File: src/rtl/page_map_xlate.sv
module page_map_xlate #(
  parameter int VA_W  = 18,
  parameter int PA_W  = 20,
  parameter int OFF_W = 12
) (
  input  logic                  clk,
  input  logic                  rst_n,
  input  logic                  req_valid,
  input  logic [VA_W-1:0]       req_va,
  input  logic                  req_store,
  input  logic                  kern_mode,
  input  logic                  wr_en,
  input  logic                  wr_ctx,
  input  logic [VA_W-OFF_W-1:0] wr_vpn,
  input  logic [PA_W-OFF_W-1:0] wr_ppn,
  input  logic                  wr_res,
  input  logic                  wr_dirty,
  output logic                  rsp_valid,
  output logic                  rsp_fault,
  output logic [PA_W-1:0]       rsp_pa,
  output logic                  rsp_dirty
);
  localparam int VPN_W = VA_W - OFF_W;
  localparam int PPN_W = PA_W - OFF_W;
  localparam int NPAGE = 1 << VPN_W;
  localparam int ENT_W = PPN_W + 2;
  localparam int RES_B = ENT_W - 1;
  localparam int DRT_B = ENT_W - 2;

  logic [ENT_W-1:0] map_q [2][NPAGE];

  logic [VPN_W-1:0] vpn;
  logic [OFF_W-1:0] off;
  logic [ENT_W-1:0] ent;
  logic             hit;

  assign vpn = req_va[VA_W-1:OFF_W];
  assign off = req_va[OFF_W-1:0];
  assign ent = map_q[kern_mode][vpn];
  assign hit = req_valid & ent[RES_B];

  always_ff @(posedge clk) begin
    if (!rst_n) begin
      for (int c = 0; c < 2; c++)
        for (int i = 0; i < NPAGE; i++)
          map_q[c][i] <= '0;
      rsp_valid <= 1'b0;
      rsp_fault <= 1'b0;
      rsp_pa    <= '0;
      rsp_dirty <= 1'b0;
    end else begin
      rsp_valid <= req_valid;
      rsp_fault <= req_valid & ~ent[RES_B];
      rsp_pa    <= hit ? {ent[PPN_W-1:0], off} : '0;
      rsp_dirty <= hit & (ent[DRT_B] | req_store);
      if (hit && req_store)
        map_q[kern_mode][vpn][DRT_B] <= 1'b1;
      if (wr_en)
        map_q[wr_ctx][wr_vpn] <= {wr_res, wr_dirty, wr_ppn};
    end
  end
endmodule


File: config.mk
export PLATFORM = sky130hd
export DESIGN_NAME = page_map_xlate
export DESIGN_NICKNAME = d
export VERILOG_FILES = /design/src/rtl/page_map_xlate.sv
export SDC_FILE = /design/constraint.sdc
export NUM_CORES = 2
export LEC_CHECK = 0
export BUFFER_PORTS_ARGS = -buffer_cell sky130_fd_sc_hd__buf_2
export CAP_MARGIN = 20
export CORE_MARGIN = 1
export CORE_UTILIZATION = 50
export DETAILED_ROUTE_END_ITERATION = 10
export GPL_ROUTABILITY_DRIVEN = 0
export PLACE_DENSITY = 0.65
export SYNTH_ARGS = -nofsm -noshare
export SYNTH_HDL_FRONTEND = slang
export SYNTH_SLANG_ARGS = --single-unit
File: constraint.sdc
create_clock -name clk -period 8.3 [get_ports clk]
set_input_delay 0.83 -clock clk [delete_from_list [all_inputs] [get_ports clk]]
set_output_delay 0.83 -clock clk [all_outputs]
set_load 0.005 [all_outputs]
# [Word-level counts from Yosys, hierarchy flattened]
# Memories as Yosys holds them, arrays and structs flattened.
# Cells that the tools add are included.
[classes] n_lt_le_gt_ge=4 mux=20 bitwise_logic=7 reduce_logical=6
[ops] operator="$mux W640" n=6
[ops] operator="$reduce_or A640 Y1" n=2
[ops] operator="$demux W10 S6" n=2
[ops] operator="$bmux W10 S6" n=1
[ops] operator="$mux W10" n=3
[ops] operator="$ge A7 B7 Y1 const B" n=2
[ops] operator="$lt A7 B1 Y1 const B" n=2
[ops] operator="$not A6 Y7" n=2
[ops] operator="$mux W9" n=1
[ops] operator="$mux W1" n=7
[ops] operator="$and A1 B1 Y1" n=3
[ops] operator="$logic_and A1 B1 Y1" n=3
[ops] operator="$reduce_and A2 Y1" n=1
[ops] operator="$not A1 Y1" n=1
[ops] operator="$or A1 B1 Y1" n=1
[totals] reg_bits=23 mem_bits_rw=1280 memories=1
[memory_table] name="map_q" words=2 width=640 read_ports=1 rd_clocked_by_memory_dff=0 wr=2 line_no="30" source="logic [ENT_W-1:0] map_q [2][NPAGE];"

# [Depth between registers and ports, before layout]
[depth] depth_word=11 mapped_depth=14

# [Worst setup path before layout]
# No wires, ideal clock.
[synth_timing] path_kind="input to register" start="input port wr_vpn[1]" end="memory map_q[1][328] (netlist name), enable pin" arrival_time_ns=3.039 required_ns=7.996 slack_ns=4.958 path_stages=8 cell_sequence="clkbuf_1 nand3_1 or2_2 clkbuf_1 clkbuf_1 clkbuf_1 o21ai_0 o21bai_1"
[synth_lines] element="from (decl)" line_no="14" source="input logic [VA_W-OFF_W-1:0] wr_vpn,"
[synth_lines] element="to (decl)" line_no="30"

==> summary.txt <==
Status
  • Run status: completed

Clocking
  • Clk slew on worst S/H paths: around 0.06 ns
  • Cts hold-fix bufs: 0
  • Post-CTS sizing: 0
  • CTS buffer count: 142
  • Clock Tree Root: clkbuf_16
  • Clock latency on the worst-skew pair: 0.80 ns
  • Clock tree buffer depth: 3
  • Clock tree sinks: between 1000 and 1500
  • Post-CTS Setup Bufs: 0
  • TritonCTS clock tree: yes
  • H-tree depth: 4

STA
  • Slew Limit Fails: 0
  • Setup TNS: 0 ns
  • Setup Skew: between 0.02 and 0.03 ns
  • Slew @ Worst Pin: 1.26 ns
  • FMAX: 0.204 GHz
  • Final setup vio count: 0
  • RSZ-0062 raised after global routing: false
  • Slew HR: 15.8%
  • Period utilization: about three fifths
  • Clock period minus worst slack: 4.91 ns
  • Final hold vios: 0

Logic synthesis
  • Synthesized area per cell: 12.4 um2
  • Gate count of the mapped netlist: ~5300
  • Post-synth EDFFs: 1280
  • Mapped Area: 64900 um2
  • Synth Net Count: 5291
  • Flops & latches, synth: 1303
  • Netlist cell types: between 60 and 70
  • Sequential fraction of the synthesis area: around 60%
  • YS warnings: 0
  • Post-synth ARST share: 0%
  • Dominant synthesized flop cell: edfxtp_1

Drt
  • Drt pass-1 iters: 8
  • Wire per inst: 30.9 um
  • Via density per instance: 6.69
  • Remaining routing DRC violations: 0
  • Vias: 46200
  • Drt total wl: about 210000 um
  • Routed Antenna Nets: 0
  • Initial drt markers: 7473

Setup path
  • Worst Setup End Kind: flip-flop
  • Slowest cell delay on critical path: 0.70 ns
  • Crit path max fanout: approximately 170
  • Crit path required time: 8.78 ns
  • Arrival time at the worst endpoint: 5.39 ns
  • Reg-to-Reg Start: map_q[1][209]$_DFFE_PP_
  • CP Cell Sequence: buf_8, buf_4, mux4_2, mux2i_1, a32oi_1, and3_1, o41ai_4, buf_12, o21ai_0
  • CP max stage cell: o41ai_4
  • Critical path type: in -> reg
  • Crit path launch type: input port
  • FF-to-FF setup slack: 4.35 ns
  • Reg2Reg Depth: 7
  • RR Endpoint: map_q[1][357]$_DFFE_PP_

Global routing
  • First-pass GRT wire length: 308000 um
  • Vias in the first global route: 43900
  • Grt total ovfl: 0
  • GRT Total Usage: 32.3%
  • Initial antenna violation count: 20
  • Largest net degree at the start of global routing: 214

Final layout
  • Final core occ: 55.3%
  • Commonest non-fill, non-tap cell in the layout: edfxtp_1
  • Syn-to-layout area delta: 9.28%
  • Layout cells sized above 1: 15.6%
  • Nets: slightly above 5000
  • Cell Count, Final, Fillers Out: around 7000
  • Fillers: 10400
  • Most frequent cells in the layout: edfxtp_1, nand2_1, and3_1, o21ai_0, mux4_2

Die
  • Die area: 131000 um2
  • Core area: 128000 um2
  • Cell Rows: 131
  • Initial core utilization: 50.6%
  • Chip width: 362 um
  • Ports: 64
  • Die Height: about 360 um

Job
  • Maxcap violations: 0

Placed design
  • Placed Instances: 6607
  • Post-DP HPWL: 126000 um
  • Number of port buffers: 63

Pwr
  • Leakage: 26.2 nW
  • Peak VDD IR: 0.000128 V
  • PwrDens: 215 nW/um2

Hold path
  • Hold wc startpoint: req_va[1]
  • Hold path cells: 2
  • Worst hold endpoint: rsp_pa[1]$_SDFF_PN0_
  • Worst Hold Class: in -> reg
## registers in the layout (all words and copies together) (netlist names)
| signal | cells |
|---|---|
| rsp_fault | 1 |
| map_q | 1280 |
| rsp_pa | 20 |
| rsp_valid | 1 |
| rsp_dirty | 1 |
## Yosys cell counts (8+ instances only)
library cell,instances,area [um2]
a211oi_1,11,82.6
and2_1,96,601
buf_6,26,293
buf_1,11,41.3
and3_1,566,3540
clkbuf_2,9,45.0
o21bai_1,74,556
clkbuf_1,449,1690
nand2b_1,12,75.1
o22ai_1,51,319
o21ai_0,464,2320
a22oi_1,28,210
buf_4,40,300
mux2i_1,174,1740
nand2_1,811,3040
edfxtp_1,1280,38400
a21oi_1,20,100
o41ai_1,56,490
o21ai_1,193,966
buf_2,90,450
or3_1,8,50.1
mux2_2,14,158
mux4_2,268,6040
o311ai_0,52,455
dfxtp_1,23,460
nor3b_1,12,90.1
nor2b_1,15,93.8
nor3_1,24,120
a22o_1,12,105
a221oi_1,10,87.6
nand3_1,87,435
nor2_1,169,634
## cell type report
cell class                 count  area, um2  area share, %
sequential                  1303      38900           54.8
multi-input combinational   3307      23100           32.6
clock buffer                 186       3800           5.36
timing repair buffer         291       2200           3.10
tap                         1729       2160           3.05
clock inverter                74        649          0.916
antenna                       15       37.5         0.0529
inverter                       6       25.0         0.0353
## worst max-delay path, delay by kind of cell
kind	cells	cell delay [ns]
buffers and inverters	3	1.60
muxes	2	1.15
AOI/OAI and AO/OA	3	1.04
and+or+nand+nor	1	0.30
## stage by stage
stage          hold slack [ns]  worst slack [ns]  power, mW  instance area [um2]
3_3_place_gp             0.969              2.94       9.10                66100
6_report                 0.296              3.39       15.2                70900
2_1_floorplan            0.775              4.96       8.59                64900
3_5_place_dp             0.989              2.89       9.13                66200
4_1_cts                  0.253              3.69       15.2                70600
5_1_grt                  0.286              3.45       15.5                70900
## layer usage
| layer | share of wire (%) | track usage [%] | vias to the layer above |
|---|---|---|---|
| met1 | 37 | 43.3 | 22700 |
| li1 | - | - | 19500 |
| met4 | 5.3 | 16.3 | 24 |
| met2 | 44 | 47.2 | 3364 |
| met5 | 0.090 | 0.370 | - |
| met3 | 14 | 10.5 | 664 |
## worst max path at each step
| stage | end | start | slack [ns] |
|---|---|---|---|
| 6_report | map_q[1][357]$_DFFE_PP_ | req_va[12] | 3.39 |
| 5_1_grt | map_q[1][346]$_DFFE_PP_ | req_va[12] | 3.45 |
| 4_1_cts | map_q[1][357]$_DFFE_PP_ | req_va[12] | 3.69 |
| 3_5_place_dp | map_q[1][131]$_DFFE_PP_ | req_va[12] | 2.89 |
| 3_3_place_gp | map_q[1][133]$_DFFE_PP_ | req_va[12] | 2.94 |
| 2_1_floorplan | map_q[1][328]$_DFFE_PP_ | wr_vpn[1] | 4.96 |
## power breakdown
group          internal [mW]  total (mW)  switching, mW
Sequential              7.55        7.63         0.0846
Clock                   3.50        6.19           2.69
Combinational          0.429        1.41          0.981
Total                   11.5        15.2           3.76
## cells by family after synthesis
logic type / count (synthesis) / share of synthesized area, %
simple gates: 1828 / 13.7
flops: 1303 / 59.9
compound gates: 1022 / 9.46
buf+inv: 640 / 4.61
mux: 457 / 12.3
No activity file was read; power rests on OpenSTA's default activity.
